File: src/rtl/baud_tick_gen.sv
module baud_tick_gen #(
  parameter int DIV_W  = 8,
  parameter int QTR_W  = 2,
  parameter int PSC_W  = 4
) (
  input  logic             clk,
  input  logic             rst,
  input  logic             div_wr,
  input  logic [DIV_W-1:0] div_data,
  input  logic             sync_mode,
  input  logic             high_speed,
  output logic             tick,
  output logic             ovf
);
  localparam logic [PSC_W-1:0] LIM_SLOW = PSC_W'(15);
  localparam logic [PSC_W-1:0] LIM_FAST = PSC_W'(3);
  localparam logic [PSC_W-1:0] LIM_SYNC = PSC_W'(0);

  logic [DIV_W-1:0] div_q, cnt;
  logic [QTR_W-1:0] qtr;
  logic [PSC_W-1:0] psc, lim;

  wire step = &qtr;
  wire roll = step && (cnt == '0);
  assign lim = sync_mode ? LIM_SYNC : (high_speed ? LIM_FAST : LIM_SLOW);
  wire wrap = roll && (psc >= lim);

  always_ff @(posedge clk) begin
    if (rst) begin
      div_q <= '0;
      cnt   <= '0;
      qtr   <= '0;
      psc   <= '0;
      tick  <= 1'b0;
      ovf   <= 1'b0;
    end else if (div_wr) begin
      div_q <= div_data;
      cnt   <= div_data;
      qtr   <= '0;
      psc   <= '0;
      tick  <= 1'b0;
      ovf   <= 1'b0;
    end else begin
      qtr <= qtr + 1'b1;
      if (step) cnt <= (cnt == '0) ? div_q : cnt - 1'b1;
      if (roll) psc <= wrap ? '0 : psc + 1'b1;
      ovf  <= roll;
      tick <= wrap;
    end
  end
endmodule


File: config.mk
export PLATFORM = sky130hd
export DESIGN_NAME = baud_tick_gen
export DESIGN_NICKNAME = d
export VERILOG_FILES = /design/src/rtl/baud_tick_gen.sv
export SDC_FILE = /design/constraint.sdc
export NUM_CORES = 1
export LEC_CHECK = 0
export BUFFER_PORTS_ARGS = -buffer_cell sky130_fd_sc_hd__buf_2
export CAP_MARGIN = 20
export CORE_MARGIN = 4
export CORE_UTILIZATION = 50
export DETAILED_ROUTE_END_ITERATION = 12
export HOLD_SLACK_MARGIN = 0.05
export MAX_ROUTING_LAYER = met4
export PLACE_DENSITY = 0.73
export REMOVE_ABC_BUFFERS = 1
export SLEW_MARGIN = 20
export SYNTH_ARGS = -nofsm -noshare
export SYNTH_HDL_FRONTEND = slang
export SYNTH_SLANG_ARGS = --single-unit
File: constraint.sdc
create_clock -name clk -period 1.6 [get_ports clk]
set_input_delay 0.08 -clock clk [delete_from_list [all_inputs] [get_ports clk]]
set_output_delay 0.08 -clock clk [all_outputs]
set_load 0.03 [all_outputs]
==> qor.yml, run 1 <==
outcome:
  status: "complete, but fails checks"
  violations: "setup timing"
floorplan:
  num_rows: 17
  start_util_pct: 54.2
  dieArea_um2: 3320
  pin_count: 15
  coreArea_um2: 2280
  die_x_um: 57.6
  dieHeight_um: 57.6
timing:
  slew_violations: 0
  hold_viol: 0
  finClkSkew_ns: 0.00145
  setup_viol: 3
  fin_crit_ns: 1.67
  worst_slack_ns: -0.0723
  worst_slew_pin_slew_ns: 0.407
  rsz0062_at_grt: "true"
  period_share_pct: 105
  relSlewSlack_pct: 72.6
  fmax_ghz: 0.598
logic_synthesis:
  synth_edf_count: 0
  ys.warnings.count: 0
  syn_area_um2: 1230
  synthFlopType: "dfxtp_1"
  seq_area_frac_synth_pct: 39.0
  synthTopCellsByArea: "dfxtp_1 39%, ha_1 8.1%, mux2i_1 5.7%"
  synth-async-reset-ratio_pct: 0
  synthTopCellsByCount: "24 x dfxtp_1, 15 x nor2_1, 14 x nand2_1"
  yosysMostFrequentCell: "dfxtp_1"
  synth_top_area_cell: "dfxtp_1"
  synth_seq_cells: 24
  synth_cell_types: 35
  syn_inst: 146
  synth_top_area_share_pct: 39.0
  synth.avg_cell_area_um2: 8.44
worst_setup_path:
  cp_top_family: "compound AO/OA/AOI/OAI gates"
  path_max_fanout: 5
  cp_slowest_cell: "a2111oi_4"
  crit_buf_inv: 1
  cp.arrival_ns: 1.93
  end_kind: "register"
  cp_slowest_stage_delay_ns: 0.37
  timing.rr.start: "psc[0]$_SDFFE_PP0P_"
  cp-start-kind: "register"
  reg2reg_depth: 7
  crit_chain: "inv_2 -> ha_4 -> nand2b_4 -> a2111oi_4 -> or3_4 -> o21ai_2 -> a21oi_2"
  r2r-end: "psc[2]$_SDFFE_PP0P_"
  ff2ff_setup_slack_ns: -0.07
  required_ns: 1.86
  crit_type: "reg -> reg"
global_routing:
  grt_first_pass_wirelength_um: 5110
  grt_pass1_vias: 1139
  grt_usage_pct: 20.3
  grt_overflow: 0
  antenna_found_initial: 0
  grt_max_degree: 21
placed_design:
  dpl_cell_area_um2: 1420
  gp_congestion: 0.791
  hpwl_um: 1980
  port_buffers: 14
  pre_cts_slack_ns: -0.156
  placedCellCount: 196
route:
  drt-total-wl_um: 3090
  wire_per_inst_um: 14.6
  postRouteAntennaNets: 0
  via_per_inst: 5.55
  drc_errors: 0
  firstDrtPassIters: 4
  drt_iter0_markers: 28
  dr_total_vias: 1176
cells_and_area:
  fin_area_um2: 1670
  stdcell_count: 212
  drive_gt1_share_pct: 29.9
  fin_nets: 206
  insertedDiodeCount: 0
  finish.utilization_pct: 73.3
  area_growth_pct: 35.4
clock_network:
  clock-root-buffer: "clkbuf_4"
  htree_levels: 1
  clk_latency_ns: 0.32
  clockBufferDepth: 2
  cts.sinks: 24
  cts_tree: "yes"
  path_clk_slew_ns: 0.13
  numCtsBuffers: 3
hold_path:
  min_path_cells: 3
  min_to: "cnt[5]$_SDFFE_PP0P_"
  hp-class: "in -> reg"
  hp-start: "div_data[5]"
power_and_ir_drop:
  total_power_uw: 1240
  power_leakage_uw: 0.000725
  peakVddDrop_mv: 0.626
  powerDensity_nw_per_um2: 742
job:
  maxCapViolCount: 0
routing by layer:
layer	part of all wire, %	wire length, um	up-vias	global-route usage [%]
li1	-	-	588	-
met1	44	1350	550	24.8
met2	50	1540	32	32.9
met3	4.4	136	6	3.12
met4	2.3	70	0	8.94
met5	0	0	-	-
kinds of logic after synthesis:
family,share of synthesized area (%)
buf+inv,4.06
xor+xnor,2.84
flops,39.0
fa+ha+maj,8.12
simple gates,24.7
compound gates,15.6
mux,5.69
placed cells by master (no fill, tap or decap), drive strengths merged:
cell         count
nand2           15
o21ai            9
o211ai           1
or2              2
inv              7
or3              2
mux2i            7
nor4             3
xor2             1
nand3            5
nor3             4
clkbuf           4
a2111oi          1
nor2b            2
a211oi           1
or4              1
o31ai            1
o22ai            3
dlygate4sd3     11
and2             1
nand4            1
a22oi            4
dfxtp           24
and3             1
nor2            15
xnor2            3
nand2b           3
a21oi           10
buf             29
a211o            2
nor3b            3
ha               8
power breakdown:
group	internal, uW	switching [uW]	leakage [uW]	total, uW
clock	139	190	0.0000210	329
sequential	623	23.7	0.000198	647
combinational	138	124	0.000506	261
sequential cells by signal (all words and copies together), names as in the netlist:
| name | flops |
|---|---|
| cnt | 8 |
| div_q | 8 |
| psc | 4 |
| qtr | 2 |
| tick | 1 |
| ovf | 1 |
worst max-delay path by stage:
stage / startpoint / endpoint / depth (start not counted)
after global routing: psc[0]$_SDFFE_PP0P_ / psc[2]$_SDFFE_PP0P_ / 7
after global placement: psc[0]$_SDFFE_PP0P_ / psc[2]$_SDFFE_PP0P_ / 7
after CTS: psc[0]$_SDFFE_PP0P_ / psc[2]$_SDFFE_PP0P_ / 7
after floorplan: psc[0]$_SDFFE_PP0P_ / psc[2]$_SDFFE_PP0P_ / 7
after detailed placement: psc[0]$_SDFFE_PP0P_ / psc[2]$_SDFFE_PP0P_ / 7
final: psc[0]$_SDFFE_PP0P_ / psc[2]$_SDFFE_PP0P_ / 7
final cells by class:
cell class / instances / area, um2
Inverter: 7 / 26.3
Multi-Input combinational cell: 109 / 790
Fill cell: 171 / 607
Sequential cell: 24 / 485
Timing Repair Buffer: 40 / 297
Tap cell: 28 / 35.0
Clock buffer: 4 / 36.3
worst register-to-register path, stage by stage (launching register included):
cell       delay, ns
dfxtp_2         0.36
inv_2           0.05
ha_4            0.22
nand2b_4        0.14
a2111oi_4       0.37
or3_4           0.23
o21ai_2         0.08
a21oi_2         0.16
what timing repair did:
item                                    CTS  global route
endpoints found under the setup margin    4             8
hold buffers                             10             1
gates resized for setup                   7            17
buffers inserted                          0             1
pin swaps                                 3            10
endpoints found under the hold margin     8             1
through the flow:
step           TNS (ns)  hold WS (ns)
5_1_grt          -0.403        0.0935
3_5_place_dp     -0.389         0.345
3_3_place_gp   -0.00858         0.333
2_1_floorplan         0         0.149
6_report         -0.126         0.106
4_1_cts               0        0.0595
Power figures use the tool's default switching activity.
==> run 2, diff against run 1 <==
--- a/config.mk
+++ b/config.mk
@@ -7,12 +7,11 @@
 export LEC_CHECK = 0
 export BUFFER_PORTS_ARGS = -buffer_cell sky130_fd_sc_hd__buf_2
 export CAP_MARGIN = 20
-export CORE_MARGIN = 4
 export CORE_UTILIZATION = 50
 export DETAILED_ROUTE_END_ITERATION = 12
 export HOLD_SLACK_MARGIN = 0.05
 export MAX_ROUTING_LAYER = met4
-export PLACE_DENSITY = 0.73
+export PLACE_DENSITY = 0.75
 export REMOVE_ABC_BUFFERS = 1
 export SLEW_MARGIN = 20
 export SYNTH_ARGS = -nofsm -noshare
==> qor.yml, run 2 (synthesized netlist as in run 1, its figures left out) <==
cells_and_area:
  fin_area_um2: 1690  # +1.4%
  stdcell_count: 211  # -0.47%
  seq_area_um2: 485  # unchanged
  reg.largest.list: "cnt x8, div_q x8, psc x4"
  area_growth_pct: 37.4
  drive_gt1_share_pct: 35.0  # +5.1 points
  fin_nets: 205  # -0.49%
  final_common_cell: "dfxtp_1"
  final_cell_mix: "20 x dfxtp_1, 14 x nor2_1, 14 x buf_2, 14 x buf_4, 13 x nand2_1"
  finish.utilization_pct: 74.4  # +1.0 points
  insertedDiodeCount: 0  # unchanged
  multi_input_area_um2: 822  # +4.1%
  fill_cells: 147  # -14%
clock_network:
  path_clk_slew_ns: 0.14  # about the same
  cts.sinks: 24  # unchanged
  htree_levels: 1  # unchanged
  clock-root-buffer: "clkbuf_4"
  clk_latency_ns: 0.33  # about the same
  cts_tree: "yes"
  clockBufferDepth: 2  # unchanged
  numCtsBuffers: 3  # unchanged
timing:
  setup_viol: 0  # -3
  finClkSkew_ns: 0.00583  # +0.00439 ns
  period_share_pct: 99.9  # -4.6 points
  fin_crit_ns: 1.60  # -0.0740 ns
  worst_slew_pin_slew_ns: 0.285  # -0.122 ns
  worst_slack_ns: 0.00171  # +0.0740 ns
  rsz0062_at_grt: "true"
  fmax_ghz: 0.626  # +4.6%
  hold_viol: 0  # unchanged
  slew_violations: 0  # unchanged
  relSlewSlack_pct: 80.9  # +8.3 points
  totalNegativeSetupSlack_ns: 0  # +0.126 ns
placed_design:
  gp_congestion: 0.839  # +6.1%
  hpwl_um: 1970  # -0.63%
  dpl_cell_area_um2: 1430  # +0.53%
  pre_cts_slack_ns: -0.0996  # +0.0568 ns
  placedCellCount: 197  # +0.51%
  port_buffers: 14  # unchanged
worst_setup_path:
  startpoint: "psc[0]$_SDFFE_PP0P_"
  cp-endpoint: "psc[1]$_SDFFE_PP0P_"
  r2r-end: "psc[1]$_SDFFE_PP0P_"
  required_ns: 1.88  # +0.02 ns
  reg2reg_depth: 7  # unchanged
  cp-start-kind: "register"
  path_max_fanout: 5  # unchanged
  crit_type: "reg -> reg"
  end_kind: "register"
  cp.arrival_ns: 1.88  # -0.05 ns
  timing.rr.start: "psc[0]$_SDFFE_PP0P_"
  ff2ff_setup_slack_ns: 0.002  # +0.07 ns
floorplan:
  pin_count: 15  # unchanged
  die_x_um: 51.6  # -10%
  num_rows: 17  # unchanged
  dieHeight_um: 51.6  # -10%
  coreArea_um2: 2280  # unchanged
  dieArea_um2: 2670  # -20%
  start_util_pct: 54.2  # unchanged
global_routing:
  antenna_found_initial: 0  # unchanged
  grt_max_degree: 16  # -24%
  grt_pass1_vias: 1121  # -1.6%
  grt_first_pass_wirelength_um: 4660  # -8.9%
  grt_overflow: 0  # unchanged
  grt_usage_pct: 24.2  # +4.0 points
route:
  drc_errors: 0  # unchanged
  firstDrtPassIters: 4  # unchanged
  drt-total-wl_um: 3130  # +1.2%
  dr_total_vias: 1187  # +0.94%
  via_per_inst: 5.63  # +1.4%
  postRouteAntennaNets: 0  # unchanged
  wire_per_inst_um: 14.8  # +1.6%
  drt_iter0_markers: 30  # +7.1%
power_and_ir_drop:
  powerDensity_nw_per_um2: 750  # +1.1%
  peakVddDrop_mv: 0.481  # -23%
  power_leakage_uw: 0.000718  # -1.0%
hold_path:
  hp-class: "in -> reg"
outcome:
  status: "finished clean"
job:
  maxCapViolCount: 0  # unchanged
## run 2: cell type report
class	count	share of cell area [%]
multi-input cells	109	48.6
flip-flops and latches	24	28.7
repair buffers	39	17.0
clock buffers	4	2.14
well taps	28	2.07
inverters	7	1.55
## run 2: critical path, cell delays in order, from the launching register on
cell and delay [ns]:
dfxtp_2 0.35, inv_2 0.08, ha_4 0.20, nand2b_4 0.14, a2111oi_4 0.33, or3_4 0.22, nand3_2 0.08, a21oi_2 0.14
## run 2: power breakdown
group	total (uW)	switching, uW	internal, uW
Combinational	276	130	146
Clock	344	204	140
Sequential	650	24.9	625
## run 2: per-stage QoR
| stage | hold WS, ns | total power (uW) |
|---|---|---|
| global placement | 0.303 | 864 |
| global route | 0.0824 | 1320 |
| finish | 0.0546 | 1270 |
| CTS | 0.0672 | 1230 |
| detailed placement | 0.321 | 875 |
| floorplan | 0.149 | 782 |
## run 2: worst min-delay path by stage
stage                startpoint               endpoint  cells after the start
finish              div_data[0]    cnt[0]$_SDFFE_PP0P_                      5
global route        div_data[0]    cnt[0]$_SDFFE_PP0P_                      5
CTS                 div_data[0]    cnt[0]$_SDFFE_PP0P_                      5
detailed placement          rst  div_q[0]$_SDFFE_PP0P_                      2
global placement            rst  div_q[0]$_SDFFE_PP0P_                      2
floorplan                   rst    cnt[6]$_SDFFE_PP0P_                      1
## run 2: timing repair
item,4_1_cts,5_1_grt
endpoints found under the hold margin,11,0
pin swaps,2,10
hold buffers,9,0
endpoints found under the setup margin,6,12
gates resized for setup,5,30
buffers inserted,1,0
## run 2: metal layers
layer / wire [um] / vias up / track usage [%]
li1: - / 591 / -
met1: 1400 / 549 / 29.4
met2: 1470 / 36 / 37.9
met3: 149 / 11 / 3.51
met4: 102 / 0 / 14.9
met5: 0 / - / -
